<file path="src/rtl/bit_pkg.sv">
package bit_pkg;
  typedef struct packed {
    logic sig_loss;
    logic ref_loss;
    logic err_over;
    logic inv_null;
  } fault_vec_t;
endpackage

</file>
<file path="src/rtl/bit_level_cmp.sv">
module bit_level_cmp #(
  parameter int MAG_W  = 12,
  parameter int N_CH   = 2,
  parameter int THRESH = 410
) (
  input  logic                  clk,
  input  logic                  rst,
  input  logic [N_CH*MAG_W-1:0] mags,
  output logic                  low_all
);
  localparam logic [MAG_W-1:0] THR_V = THRESH[MAG_W-1:0];

  logic [N_CH-1:0] below;

  generate
    for (genvar ch = 0; ch < N_CH; ch++) begin : g_ch
      assign below[ch] = mags[ch*MAG_W +: MAG_W] < THR_V;
    end
  endgenerate

  always_ff @(posedge clk) begin
    if (rst) low_all <= 1'b0;
    else     low_all <= &below;
  end
endmodule

</file>
<file path="src/rtl/bit_err_qual.sv">
module bit_err_qual #(
  parameter int ERR_W   = 16,
  parameter int ERR_LIM = 100,
  parameter int DLY_CYC = 125000
) (
  input  logic             clk,
  input  logic             rst,
  input  logic [ERR_W-1:0] err,
  output logic             fault
);
  localparam int CW = $clog2(DLY_CYC + 1);
  localparam logic [CW-1:0]  LAST  = CW'(DLY_CYC - 1);
  localparam logic [ERR_W:0] LIM_V = ERR_LIM[ERR_W:0];

  logic signed [ERR_W:0] ext;
  logic [ERR_W:0]        mag;
  logic                  over;
  logic [CW-1:0]         cnt;

  always_comb begin
    ext  = {err[ERR_W-1], err};
    mag  = ext[ERR_W] ? ERR_W'(0) - ext : ext;
    over = mag > LIM_V;
  end

  always_ff @(posedge clk) begin
    if (rst) begin
      cnt   <= '0;
      fault <= 1'b1;
    end else if (!over) begin
      cnt   <= '0;
      fault <= 1'b0;
    end else if (!fault) begin
      if (cnt == LAST) fault <= 1'b1;
      else             cnt   <= cnt + 1'b1;
    end
  end

  AST_CNT_BOUNDED: assert property (@(posedge clk) disable iff (rst)
    cnt <= LAST);
  AST_ERR_CLEARS_FAST: assert property (@(posedge clk) disable iff (rst)
    !over |=> !fault);
  AST_ERR_QUAL_AT_LAST: assert property (@(posedge clk) disable iff (rst)
    (over && !fault && cnt != LAST) |=> !fault);
endmodule

</file>
<file path="src/rtl/bit_null_kick.sv">
module bit_null_kick (
  input  logic clk,
  input  logic rst,
  input  logic inv_in,
  output logic null_flag,
  output logic kick
);
  always_ff @(posedge clk) begin
    if (rst) begin
      null_flag <= 1'b0;
      kick      <= 1'b0;
    end else begin
      null_flag <= inv_in;
      kick      <= inv_in & ~null_flag;
    end
  end

  AST_KICK_SINGLE: assert property (@(posedge clk) disable iff (rst)
    kick |=> !kick);
  AST_KICK_ON_RISE: assert property (@(posedge clk) disable iff (rst)
    (null_flag && !kick) |=> !kick);
endmodule

</file>
<file path="src/rtl/bit_fault_monitor.sv">
module bit_fault_monitor #(
  parameter int MAG_W    = 12,
  parameter int LOSS_THR = 410,
  parameter int ERR_W    = 16,
  parameter int ERR_LIM  = 100,
  parameter int DLY_CYC  = 125000
) (
  input  logic             clk,
  input  logic             rst,
  input  logic [MAG_W-1:0] sin_mag,
  input  logic [MAG_W-1:0] cos_mag,
  input  logic [MAG_W-1:0] ref_mag,
  input  logic [ERR_W-1:0] trk_err,
  input  logic             phase_inv,
  output logic             bit_n,
  output logic             kick
);
  import bit_pkg::*;

  fault_vec_t flags;

  bit_level_cmp #(.MAG_W(MAG_W), .N_CH(2), .THRESH(LOSS_THR)) i_sig (
    .clk(clk), .rst(rst), .mags({cos_mag, sin_mag}), .low_all(flags.sig_loss));

  bit_level_cmp #(.MAG_W(MAG_W), .N_CH(1), .THRESH(LOSS_THR)) i_ref (
    .clk(clk), .rst(rst), .mags(ref_mag), .low_all(flags.ref_loss));

  bit_err_qual #(.ERR_W(ERR_W), .ERR_LIM(ERR_LIM), .DLY_CYC(DLY_CYC)) i_err (
    .clk(clk), .rst(rst), .err(trk_err), .fault(flags.err_over));

  bit_null_kick i_null (
    .clk(clk), .rst(rst), .inv_in(phase_inv),
    .null_flag(flags.inv_null), .kick(kick));

  always_ff @(posedge clk) begin
    if (rst) bit_n <= 1'b0;
    else     bit_n <= ~(|flags);
  end

  AST_FAULT_DRIVES_LOW: assert property (@(posedge clk) disable iff (rst)
    (|flags) |=> !bit_n);
  AST_CLEAN_DRIVES_HIGH: assert property (@(posedge clk) disable iff (rst)
    !(|flags) |=> bit_n);
  AST_KICK_RAISES_NULL: assert property (@(posedge clk) disable iff (rst)
    kick |-> flags.inv_null);
endmodule

</file>
<file path="config.mk">
export PLATFORM = sky130hd
export DESIGN_NAME = bit_fault_monitor
export DESIGN_NICKNAME = d
export VERILOG_FILES = /design/src/rtl/bit_pkg.sv /design/src/rtl/bit_level_cmp.sv /design/src/rtl/bit_err_qual.sv /design/src/rtl/bit_null_kick.sv /design/src/rtl/bit_fault_monitor.sv
export SDC_FILE = /design/constraint.sdc
export NUM_CORES = 1
export LEC_CHECK = 0
export BUFFER_PORTS_ARGS = -buffer_cell sky130_fd_sc_hd__buf_2
export CAP_MARGIN = 20
export CORE_ASPECT_RATIO = 1.75
export CORE_UTILIZATION = 50
export CTS_BUF_LIST = sky130_fd_sc_hd__clkbuf_8
export DETAILED_ROUTE_END_ITERATION = 10
export PLACE_DENSITY_LB_ADDON = 0.1
export SLEW_MARGIN = 20
export SYNTH_ARGS = -nofsm -noshare
export SYNTH_HDL_FRONTEND = slang
export SYNTH_SLANG_ARGS = --single-unit
</file>
<file path="constraint.sdc">
create_clock -name clk -period 3.88 [get_ports clk]
set_clock_uncertainty 0.15 [all_clocks]
set_input_delay 0.194 -clock clk [delete_from_list [all_inputs] [get_ports clk]]
set_output_delay 0.194 -clock clk [all_outputs]
set_load 0.005 [all_outputs]
</file>
== After elaboration in Yosys (flattened, before gate mapping) ==
Index checks and enable logic that the tools add are counted.

* Register bits after elaboration: 23
* Latch bits: 0
* RAM bits: 0
* ROM bits: 0
* Input port bits: 55
* Memories kept: 0

* Add/subtract/negate cells: 2
* Multipliers: 0
* Div/mod/pow operators: 0
* Magnitude comparators: 4
* Equality and inequality tests: 1
* Shift-type cells: 0
* Multiplexer cells: 4
* Bitwise operators: 6
* Reduce and logical (&&, ||, !) cells: 4

{| class="wikitable"
|+ Operators by type and width
! operator !! count
|-
| < comparator 12 x 9 -> 1 bit (second input constant) || 3
|-
| adder 17 x 1 -> 17 bit (second input constant) || 1
|-
| equality test 17 bit (second input constant) || 1
|-
| greater-than comparator 17 x 7 -> 1 bit (second input constant) || 1
|-
| two-way mux 17 bit || 1
|-
| subtractor 1 x 16 -> 17 bit (first input constant) || 1
|-
| NOT 1 bit || 5
|-
| AND reduction 2 bit || 2
|-
| OR reduction 4 bit || 1
|-
| two-way mux 1 bit || 3
|-
| OR reduction 2 bit || 1
|-
| bitwise AND 1 bit || 1
|}

== Longest topological paths before layout ==
Gate-level depths: netlist of run 1.

* Depth in word-level cells: 5
* Depth in mapped cells: 10

== Cells and area by module ==
Synthesis of run 1 repeated with hierarchy kept, for this count alone.

* Cell total of the unflattened synthesis: 177
* Area, all modules: 1,532.7 um2

{| class="wikitable"
|+ Modules (own cells, without submodules)
! module !! instances !! cells each !! area each (um2) !! seq. area each (um2)
|-
| bit_err_qual || 1 || 156 || 1,305.0 || 360.3
|-
| bit_level_cmp (i_sig) || 1 || 8 || 77.6 || 20.0
|-
| bit_level_cmp (i_ref) || 1 || 6 || 60.1 || 20.0
|-
| bit_null_kick || 1 || 4 || 58.8 || 40.0
|-
| bit_fault_monitor || 1 || 3 || 31.3 || 20.0
|}

== Worst setup path before layout of run 1 ==
No wires, ideal clock.

* Path type: register -> register
* Start point: reg i_err.cnt[5]
* End point: reg i_err.cnt[0]
* Library setup time: 0.086 ns
* Arrival time: 1.901 ns
* Setup slack: 1.743 ns
* Cell stages (with the launch flop): 6
* Path buffers: 0
* Path through: dfxtp_1 > or4b_2 > nor4_1 > nor2_1 > xnor2_1 > a211oi_1

* Longest elaborated chain between the ends: 3

{| class="wikitable"
|+ RTL lines
! what !! line !! source
|-
| start: declaration || bit_err_qual.sv:18 || <nowiki>logic [CW-1:0] cnt;</nowiki>
|-
| start signal: assignment || bit_err_qual.sv:35 || <nowiki>else cnt <= cnt + 1'b1;</nowiki>
|-
| equality test 17 bit || bit_err_qual.sv:34 || <nowiki>if (cnt == LAST) fault <= 1'b1;</nowiki>
|-
| NOT 1 bit (no source line) || -- ||
|-
| AND reduction 2 bit (no source line) || -- ||
|}

Every way passes these cells.
A chain may end at the register's enable or synchronous reset.

== Final worst setup path of run 1 ==
* Start point: in trk_err[0]
* End point: reg i_err.fault

* Longest elaborated chain between the ends: 4

{| class="wikitable"
|+ RTL lines
! what !! line !! source
|-
| start: declaration || bit_fault_monitor.sv:13 || <nowiki>input logic [ERR_W-1:0] trk_err,</nowiki>
|-
| subtractor 1 x 16 -> 17 bit || bit_err_qual.sv:22 || <nowiki>mag = ext[ERR_W] ? ERR_W'(0) - ext : ext;</nowiki>
|-
| two-way mux 17 bit (*) || bit_err_qual.sv:22 ||
|-
| greater-than comparator 17 x 7 -> 1 bit (*) || bit_err_qual.sv:23 || <nowiki>over = mag > LIM_V;</nowiki>
|-
| two-way mux 1 bit (*) || bit_err_qual.sv:30 || <nowiki>end else if (!over) begin</nowiki>
|-
| end signal: assignment || bit_err_qual.sv:29 || <nowiki>fault <= 1'b1;</nowiki>
|-
| end signal: assignment || bit_err_qual.sv:32 || <nowiki>fault <= 1'b0;</nowiki>
|-
| end signal: assignment || bit_err_qual.sv:34 ||
|-
| end: declaration || bit_err_qual.sv:9 || <nowiki>output logic fault</nowiki>
|}

Every way passes the cells marked *; elsewhere a longest branch is shown, timed or not.

==> flow_summary_export.csv, run 1 <==
group,metric,value,unit
setup_path,critPathKind,"input pin to register",
final_layout,fill_cells,279,
clock_tree,h-tree-depth,1,
place,routabilityCongestion,0.775,
clock_tree,cts_sinks,23,
route,routed.top_layer,"met4",
route,drt_pass1_iterations,4,
clock_tree,root_buffer,"clkbuf_8",
clock_tree,path_clk_slew,80,ps
synth,synth_area,1600,um2
power_and_ir_drop,leakagePower,0.681,nW
place,placedInstanceArea,1880,um2
setup_path,r2r_slack,1490,ps
power_and_ir_drop,ir_worst_vdd,0.000153,V
grt,grt_pass1_wl,6.60,mm
synth,synth_top_area_frac,0.288,
route,via_count,1693,
power_and_ir_drop,p_per_area,241,nW/um2
route,vias_per_cell,5.84,
synth,netlist_top_cells_count,"dfxtp_1 (23), nor2_1 (18), a211oi_1 (17)",
final_layout,area_delta_synth_final,23.3,%
floorplan,die_area,3440,um2
synth,ys_ff_latch,23,
final_layout,layout-drive-gt1-share,0.258,
clock_tree,clk_path_buf_depth,2,
setup_path,r2r-end,"i_err.cnt[0]",
floorplan,die_w,44.8,um
synth,syn_nets,251,
final_layout,antenna_cells,0,
route,wl_met2,2.15,mm
final_layout,multi_input_area,1060,um2
timing,hold_ws,189,ps
timing,worstMarginPinSlew,1020,ps
setup_path,end_kind,"register",
clock_tree,clk_latency,270,ps
min_path,min_path_type,"input pin to register",
setup_path,r2r_cells,5,
place,io_buffer_count,53,
setup_path,r2r_start,"i_err.cnt[5]",
floorplan,num_io_pins,57,
synth,ys_seq_area_frac,0.288,
grt,grt_max_degree,25,
clock_tree,cts_hold_buffers,5,
timing,rsz0062_at_grt,"no",
floorplan,core,2990,um2
synth,async_flop_share,0,
route,drtAntennaViolNets,0,
min_path,hold_path_startpoint,"rst",
route,drt_iter0_drc,50,
synth,netlist_instances,194,
route,route.met3.wl,85,um
final_layout,layout.nets,306,
floorplan,fp.dieH,76.8,um
grt,grt_pass1_vias,1590,
timing,fin_crit_sh,0.633,
grt,track_usage,0.246,
setup_path,critPathMaxFanout,18,
timing,post-route-min-period,2460,ps
timing,hold_violations,0,
synth,yosysMostFrequentCell,"dfxtp_1",
route,wirelength,3.88,mm
clock_tree,post_cts_buffers,0,
min_path,hold_depth,2,
place,dp_hpwl,2.92,mm
setup_path,cp.arrival,2420,ps
timing,drv_slew,0,
clock_tree,cts_buffers,3,
grt,antenna_found_initial,0,
timing,max_freq,0.407,GHz
floorplan,start_util,0.534,
synth,synth_edf_count,0,
timing,setup_tns,0,ps
timing,slew-limit-headroom,0.323,
synth,avgSynthCellArea,8.24,um2
floorplan,rows,26,
timing,setup_viol,0,
setup_path,critPathLaunchType,"input pin",
clock_tree,cts_resized,0,
synth,yosys_warnings,0,
flow_run,maxCapViolations,0,
synth,yosys.area.top_type,"dfxtp_1",
final_layout,final_area,1970,um2
route,wl_per_cell,13.4,um
grt,overflow,0,
synth,ys_top_cells_by_area,"dfxtp_1 (29%), xnor2_1 (8.8%), a211oi_1 (8.0%), nor2_1 (4.2%), nor3_1 (3.8%)",
final_layout,seq_area,460,um2
run_status,run_status,"completed",
synth,ys.flop_type,"dfxtp_1",
synth,synth_cell_types,48,
route,drc,0,
min_path,holdPathEnd,"i_null.null_flag",
setup_path,cp.required,3840,ps
clock_tree,cts_tree,"yes",
route,wl_met1,1.54,mm
[stage by stage]
step / power, mW / utilization / cells / worst slack, ps
after floorplan: 0.288 / - / 194 / 1740
after CTS: 0.479 / 0.659 / 290 / 1420
after global routing: 0.496 / 0.659 / 290 / 1100
after detailed placement: 0.330 / 0.627 / 281 / 1120
after global placement: 0.328 / 0.627 / 281 / 1160
final: 0.475 / 0.659 / 290 / 1420
[flip-flops by register name, indices dropped and copies added (netlist names)]
register	count
i_err.cnt	17
bit_n	1
i_err.fault	1
i_null.kick	1
i_null.null_flag	1
i_ref.low_all	1
i_sig.low_all	1
[layout make-up]
| type | count | share of cell area |
|---|---|---|
| inverters | 8 | 0.0152 |
| multi-input cells | 154 | 0.537 |
| clock buffers | 3 | 0.0209 |
| well taps | 42 | 0.0266 |
| clock inverters | 1 | 0.00254 |
| repair buffers | 59 | 0.164 |
| flip-flops and latches | 23 | 0.234 |
[per-layer routing]
layer	track usage	vias to the layer above
met5	0	-
li1	-	861
met4	0.142	0
met1	0.247	783
met2	0.453	37
met3	0.0235	12
[cell usage in the layout, fill, tap and decap left out, drive strengths merged, types with 2 or more instances in the layout]
cell and n:
inv 8, nor4 7, nand4 5, or4b 2, buf 54, a21oi 5, o211ai 3, ha 2
or3 2, a31oi 3, a32o 2, xnor2 16, a2111oi 2, nand4b 4, nor3 12, and3 2
a211oi 17, nor3b 2, nor2b 6, nor4b 2, a211o 2, a41oi 2, dfxtp 23, mux2i 2
o21ai 4, dlygate4sd3 5, nand3 7, or4 3, nor2 18, clkbuf 3, nand2b 2, nand2 7
[logic make-up (layout without fill, tap and decap cells)]
group | Yosys count | count (layout) | share of synthesized area
mux | 2 | 2 | 0.0125
compound gates | 49 | 49 | 0.243
xor+xnor | 16 | 16 | 0.0876
fa+ha+maj | 2 | 2 | 0.0156
buf+inv | 17 | 71 | 0.0493
flops | 23 | 23 | 0.288
simple gates | 85 | 85 | 0.304
[power breakdown]
part	internal [mW]	total [mW]	switching [mW]
logic	0.0402	0.0892	0.0490
clock network	0.0717	0.147	0.0752
registers	0.238	0.238	0.000858
total	0.350	0.475	0.125
[worst max-delay path by stage]
stage                 start            end  slack (ps)  cells after the start
2_1_floorplan  i_err.cnt[5]   i_err.cnt[0]        1740                      5
3_3_place_gp     trk_err[0]   i_err.cnt[5]        1160                      7
3_5_place_dp     trk_err[0]   i_err.cnt[8]        1120                      7
4_1_cts          trk_err[0]   i_err.cnt[8]        1420                      7
5_1_grt          trk_err[0]  i_err.cnt[15]        1100                      8
6_report         trk_err[0]    i_err.fault        1420                      8
[worst max-delay path: stages]
cell and delay, ps:
buf_2 150, inv_1 60, ha_1 350, and2_1 230
a222oi_1 250, o211ai_1 190, a2111oi_4 810, a31oi_1 180
(Power assumes the default switching activity.)
==> run 2: changes to the inputs <==
--- a/config.mk
+++ b/config.mk
@@ -8,7 +8,7 @@
 export BUFFER_PORTS_ARGS = -buffer_cell sky130_fd_sc_hd__buf_2
 export CAP_MARGIN = 20
 export CORE_ASPECT_RATIO = 1.75
-export CORE_UTILIZATION = 50
+export CORE_UTILIZATION = 46
 export CTS_BUF_LIST = sky130_fd_sc_hd__clkbuf_8
 export DETAILED_ROUTE_END_ITERATION = 10
 export PLACE_DENSITY_LB_ADDON = 0.1
==> constraint.sdc (replaced) <==
create_clock -name clk -period 2.1 [get_ports clk]
set_clock_uncertainty 0.15 [all_clocks]
set_input_delay 0.105 -clock clk [delete_from_list [all_inputs] [get_ports clk]]
set_output_delay 0.105 -clock clk [all_outputs]
set_load 0.005 [all_outputs]
==> run 2 against run 1 <==
Against the previous run:
- largest cell class unchanged
- die area is 8.4% higher
- flip-flop and latch count stayed put
- combinational power is 110% higher
- critical path depth is 2 lower
- first-iteration DRC count is 4.0% higher
- worst hold slack worse by 79 ps
- register-to-register slack worse by 1300 ps
- via count is 5.1% higher
- critical path type is now register to register
- count of clock-buffer cells in the layout stayed put
==> flow_summary_export.csv, run 2 (synthesis gave the netlist of run 1 again) <==
group,metric,value,unit
run_status,run_status,"completed",
timing,hold_violations,0,
final_layout,fill_cells,325,
setup_path,cpLargestDelayFamily,"simple AND/OR/NAND/NOR gates",
setup_path,cp_slowest_cell,"or4b_4",
timing,max_freq,0.517,GHz
place,dpl_worst_slack,13.1,ps
timing,slew-limit-headroom,0.739,
setup_path,critPathKind,"register to register",
place,routabilityCongestion,0.779,
place,io_buffer_count,53,
route,drt_pass1_iterations,4,
floorplan,num_io_pins,57,
flow_run,maxCapViolations,0,
floorplan,core,3360,um2
clock_tree,path_clk_slew,80,ps
timing,hold_ws,109,ps
timing,setup_viol,0,
power_and_ir_drop,ir_worst_vdd,0.000248,V
grt,grt_pass1_vias,1783,
final_layout,final_common_cell,"buf_2",
route,drc,0,
grt,grt_pass1_wl,7.12,mm
final_layout,area_delta_synth_final,38.3,%
final_layout,largest_register_ffs,17,
clock_tree,clk_path_buf_depth,2,
grt,antenna_found_initial,0,
setup_path,cp_cell_sequence,"or4b_4 > nor4_2 > buf_4 > nor2_1 > mux2i_1 > a211oi_1",
setup_path,cp.required,2140,ps
clock_tree,clk_latency,270,ps
grt,track_usage,0.253,
timing,drv_slew,0,
timing,post-route-min-period,1930,ps
timing,setup_tns,0,ps
setup_path,path_buf_inv,1,
setup_path,critPathLaunchType,"register",
power_and_ir_drop,power,908,uW
clock_tree,cts_sinks,23,
final_layout,antenna_cells,0,
floorplan,start_util,0.475,
route,vias_per_cell,5.58,
setup_path,end_kind,"register",
final_layout,layout-drive-gt1-share,0.339,
setup_path,cp.arrival,1970,ps
floorplan,rows,28,
route,via_count,1780,
final_layout,top_register,"i_err.cnt",
route,drt_iter0_drc,52,
power_and_ir_drop,leakagePower,0.826,nW
clock_tree,cts_buffers,3,
setup_path,critPathMaxFanout,4,
route,drtAntennaViolNets,0,
place,dp_hpwl,3.20,mm
floorplan,die_area,3730,um2
timing,worstMarginPinSlew,391,ps
timing,finalWorstSetupSlack,165,ps
setup_path,critical_path.max_stage_delay,540,ps
route,wirelength,4.05,mm
timing,rsz0062_at_grt,"no",
floorplan,die_w,46.6,um
clock_tree,cts_tree,"yes",
final_layout,layout.nets,332,
timing,fin_crit_sh,0.921,
clock_tree,h-tree-depth,1,
final_layout,fin_util,0.658,
route,wl_per_cell,12.7,um
power_and_ir_drop,p_per_area,411,nW/um2
grt,overflow,0,
min_path,min_path_type,"input pin to register",
final_layout,final_cell_mix,"buf_2 (53), buf_4 (25), dfxtp_1 (21)",
grt,grt_max_degree,25,
floorplan,fp.dieH,80.0,um
clock_tree,root_buffer,"clkbuf_8",
[run 2: cell count changes in the layout (fill, tap and decap cells not counted), moves of 2 or more]
cell	before	now
dfxtp_2	0	2
dfxtp_1	23	21
or4b_4	0	2
or4b_2	2	0
buf_12	0	2
buf_4	1	25
[run 2: area by class of cell]
| type | instances | area [um2] | share of cell area |
|---|---|---|---|
| well taps | 45 | 56.3 | 0.0255 |
| flip-flops and latches | 23 | 463 | 0.209 |
| repair buffers | 85 | 543 | 0.245 |
| multi-input cells | 154 | 1070 | 0.485 |
| clock buffers | 3 | 41.3 | 0.0187 |
| inverters | 8 | 30.0 | 0.0136 |
| clock inverters | 1 | 5.00 | 0.00226 |
[run 2: what timing repair did]
action                     CTS  global route
hold endpoints to repair     4             0
buffers inserted             0             1
gates cloned                 0             0
hold buffers                 5             0
setup endpoints to repair    2             4
pin swaps                    1             4
resized for setup            0             4
[run 2: final timing paths]
path                      start                to  slack (ps)  cells past startpoint
hold / removal              rst  i_null.null_flag         110                      2
setup / recovery   i_err.cnt[5]      i_err.cnt[1]         170                      6
hold reg to reg   i_ref.low_all             bit_n         240                      1
setup reg to reg   i_err.cnt[5]      i_err.cnt[1]         170                      6
[run 2: report_power, final]
group          internal [mW]  switching (mW)
Combinational         0.0974          0.0935
Sequential             0.439         0.00163
Clock                  0.133           0.144
[run 2: routing by layer]
metal  track usage  vias to the layer above  wire (um)  part of all wire
li1              -                      914          -                 -
met1         0.237                      803       1490              0.37
met2         0.504                       48       2350              0.58
met3       0.00905                       15         80             0.020
met4         0.112                        0        129             0.032
met5             0                        -          0                 0
[run 2: per-stage QoR]
step	area (um2)	cells
6_report	2210	319
5_1_grt	2210	319
4_1_cts	2190	318
3_5_place_dp	2100	309
3_3_place_gp	2100	309
2_1_floorplan	1610	194
==> run 3: changes to the inputs <==
--- a/config.mk
+++ b/config.mk
@@ -6,13 +6,12 @@
 export NUM_CORES = 1
 export LEC_CHECK = 0
 export BUFFER_PORTS_ARGS = -buffer_cell sky130_fd_sc_hd__buf_2
-export CAP_MARGIN = 20
 export CORE_ASPECT_RATIO = 1.75
 export CORE_UTILIZATION = 46
 export CTS_BUF_LIST = sky130_fd_sc_hd__clkbuf_8
 export DETAILED_ROUTE_END_ITERATION = 10
 export PLACE_DENSITY_LB_ADDON = 0.1
-export SLEW_MARGIN = 20
+export RECOVER_POWER = 50
 export SYNTH_ARGS = -nofsm -noshare
 export SYNTH_HDL_FRONTEND = slang
 export SYNTH_SLANG_ARGS = --single-unit
==> run 3 against run 2 <==
Against the previous run:
- total power shrank 0.41%
- core utilization shrank 0.56 points
- non-clock buffer count is the same
- highest routed layer unchanged
==> flow_summary_export.csv, run 3 (synthesis gave the netlist of run 1 again) <==
group,metric,value,unit
timing,max_freq,0.515,GHz
final_layout,seq_area,463,um2
power_and_ir_drop,ir_worst_vdd,0.000247,V
final_layout,area_delta_synth_final,37.2,%
final_layout,layout-drive-gt1-share,0.328,
timing,rsz0062_at_grt,"no",
clock_tree,clk_latency,270,ps
timing,hold_violations,0,
grt,grt_pass1_vias,1783,
place,dp_hpwl,3.20,mm
final_layout,top_register,"i_err.cnt",
setup_path,critPathMaxFanout,4,
floorplan,fp.dieH,80.0,um
setup_path,critPathKind,"register to register",
route,wirelength,4.07,mm
route,drt_pass1_iterations,4,
route,drc,0,
clock_tree,cts_buffers,3,
floorplan,core,3360,um2
final_layout,final_common_cell,"buf_2",
timing,setup_viol,0,
run_status,run_status,"completed",
min_path,min_path_type,"register to register",
grt,overflow,0,
place,routabilityCongestion,0.779,
grt,grt_pass1_wl,7.12,mm
setup_path,crit_start,"i_err.cnt[5]",
route,drtAntennaViolNets,0,
setup_path,crit_path_end,"i_err.cnt[1]",
floorplan,num_io_pins,57,
route,wl_per_cell,12.7,um
place,placedInstanceArea,2100,um2
floorplan,rows,28,
final_layout,fill_cells,329,
floorplan,start_util,0.475,
route,drt_iter0_drc,49,
clock_tree,h-tree-depth,1,
final_layout,final_cell_mix,"buf_2 (50), buf_4 (24), dfxtp_1 (21)",
floorplan,die_area,3730,um2
place,io_buffer_count,53,
clock_tree,cts_tree,"yes",
power_and_ir_drop,power_switching,238,uW
timing,post-route-min-period,1940,ps
power_and_ir_drop,leakagePower,0.814,nW
power_and_ir_drop,pwr-share-comb,0.207,
setup_path,end_kind,"register",
grt,antenna_found_initial,0,
power_and_ir_drop,p_per_area,412,nW/um2
clock_tree,path_clk_slew,80,ps
power_and_ir_drop,p_clk_frac,0.306,
flow_run,maxCapViolations,0,
timing,setup_tns,0,ps
timing,slew-limit-headroom,0.375,
clock_tree,cts_sinks,23,
final_layout,largest_register_ffs,17,
final_layout,multi_input_area,1060,um2
power_and_ir_drop,p_sw_frac,0.263,
setup_path,r2r_cells,6,
setup_path,cp.arrival,1970,ps
clock_tree,root_buffer,"clkbuf_8",
timing,worstMarginPinSlew,938,ps
final_layout,final_area,2190,um2
timing,drv_slew,0,
setup_path,r2r_slack,160,ps
grt,track_usage,0.253,
setup_path,r2r-end,"i_err.cnt[1]",
grt,grt_max_degree,25,
final_layout,layout.nets,332,
setup_path,cp.required,2130,ps
power_and_ir_drop,p_int,667,uW
timing,fin_crit_sh,0.924,
setup_path,r2r_start,"i_err.cnt[5]",
final_layout,antenna_cells,0,
route,vias_per_cell,5.54,
floorplan,die_w,46.6,um
power_and_ir_drop,p_seq_frac,0.487,
setup_path,critPathLaunchType,"register",
clock_tree,clk_path_buf_depth,2,
route,via_count,1767,
[run 3: changes by cell type in the layout (fill, tap and decap cells not counted)]
cell,delta
a2111oi_2,+1
a2111oi_4,-1
buf_2,-3
buf_4,-1
clkbuf_1,+3
clkbuf_2,+1
[run 3: worst max-delay path, cell delays in order (launching register included)]
cell and delay [ps]:
dfxtp_1 320, or4b_4 540, nor4_2 290, buf_4 170, nor2_1 60, mux2i_1 130, a211oi_1 200
[run 3: per-layer routing]
layer  GRT usage  part of all wire  routed length (um)  vias up
met1       0.237              0.37                1500      810
met3     0.00905             0.014                  56       13
met5           0                 0                   0        -
li1            -                 -                   -      912
met2       0.504              0.59                2400       32
met4       0.112             0.028                 114        0
[run 3: metrics by stage]
| step | power, mW | setup slack (ps) | hold slack (ps) | cells | utilization |
|---|---|---|---|---|---|
| CTS | 0.909 | 2.68 | 112 | 318 | 0.653 |
| finish | 0.904 | 160 | 242 | 319 | 0.652 |
| floorplan | 0.533 | 63.0 | 26.6 | 194 | - |
| global route | 0.946 | 16.9 | 248 | 319 | 0.652 |
| global placement | 0.634 | 30.9 | 140 | 309 | 0.624 |
| detailed placement | 0.637 | 13.1 | 140 | 309 | 0.624 |
[run 3: how the worst min path moves through the flow]
stage,to,slack (ps),cells past startpoint,start
6_report,bit_n,240,1,i_ref.low_all
5_1_grt,bit_n,250,1,i_ref.low_all
4_1_cts,i_null.null_flag,110,2,rst
3_5_place_dp,i_sig.low_all,140,2,sin_mag[8]
3_3_place_gp,i_sig.low_all,140,2,sin_mag[8]
2_1_floorplan,i_null.null_flag,30,1,rst
[run 3: what timing repair did]
item,CTS,global route
endpoints found under the setup margin,2,4
setup buffers,0,1
gates resized for setup,0,4
endpoints found under the hold margin,4,0
hold buffers,5,0
pin swaps,1,4
[run 3: final cells by class]
class	instances	area share
Clock buffer	3	0.0188
Sequential cell	23	0.211
Inverter	8	0.0137
Tap cell	45	0.0257
Clock inverter	1	0.00228
Timing Repair Buffer	85	0.245
Multi-Input combinational cell	154	0.484
[run 3: power groups by stage]
stage	sequential, mW	clock (mW)	combinational (mW)
after detailed placement	0.451	0	0.186
after global routing	0.441	0.297	0.208
after floorplan	0.451	0	0.0820
final	0.441	0.277	0.187
after CTS	0.441	0.278	0.191
after global placement	0.451	0	0.183
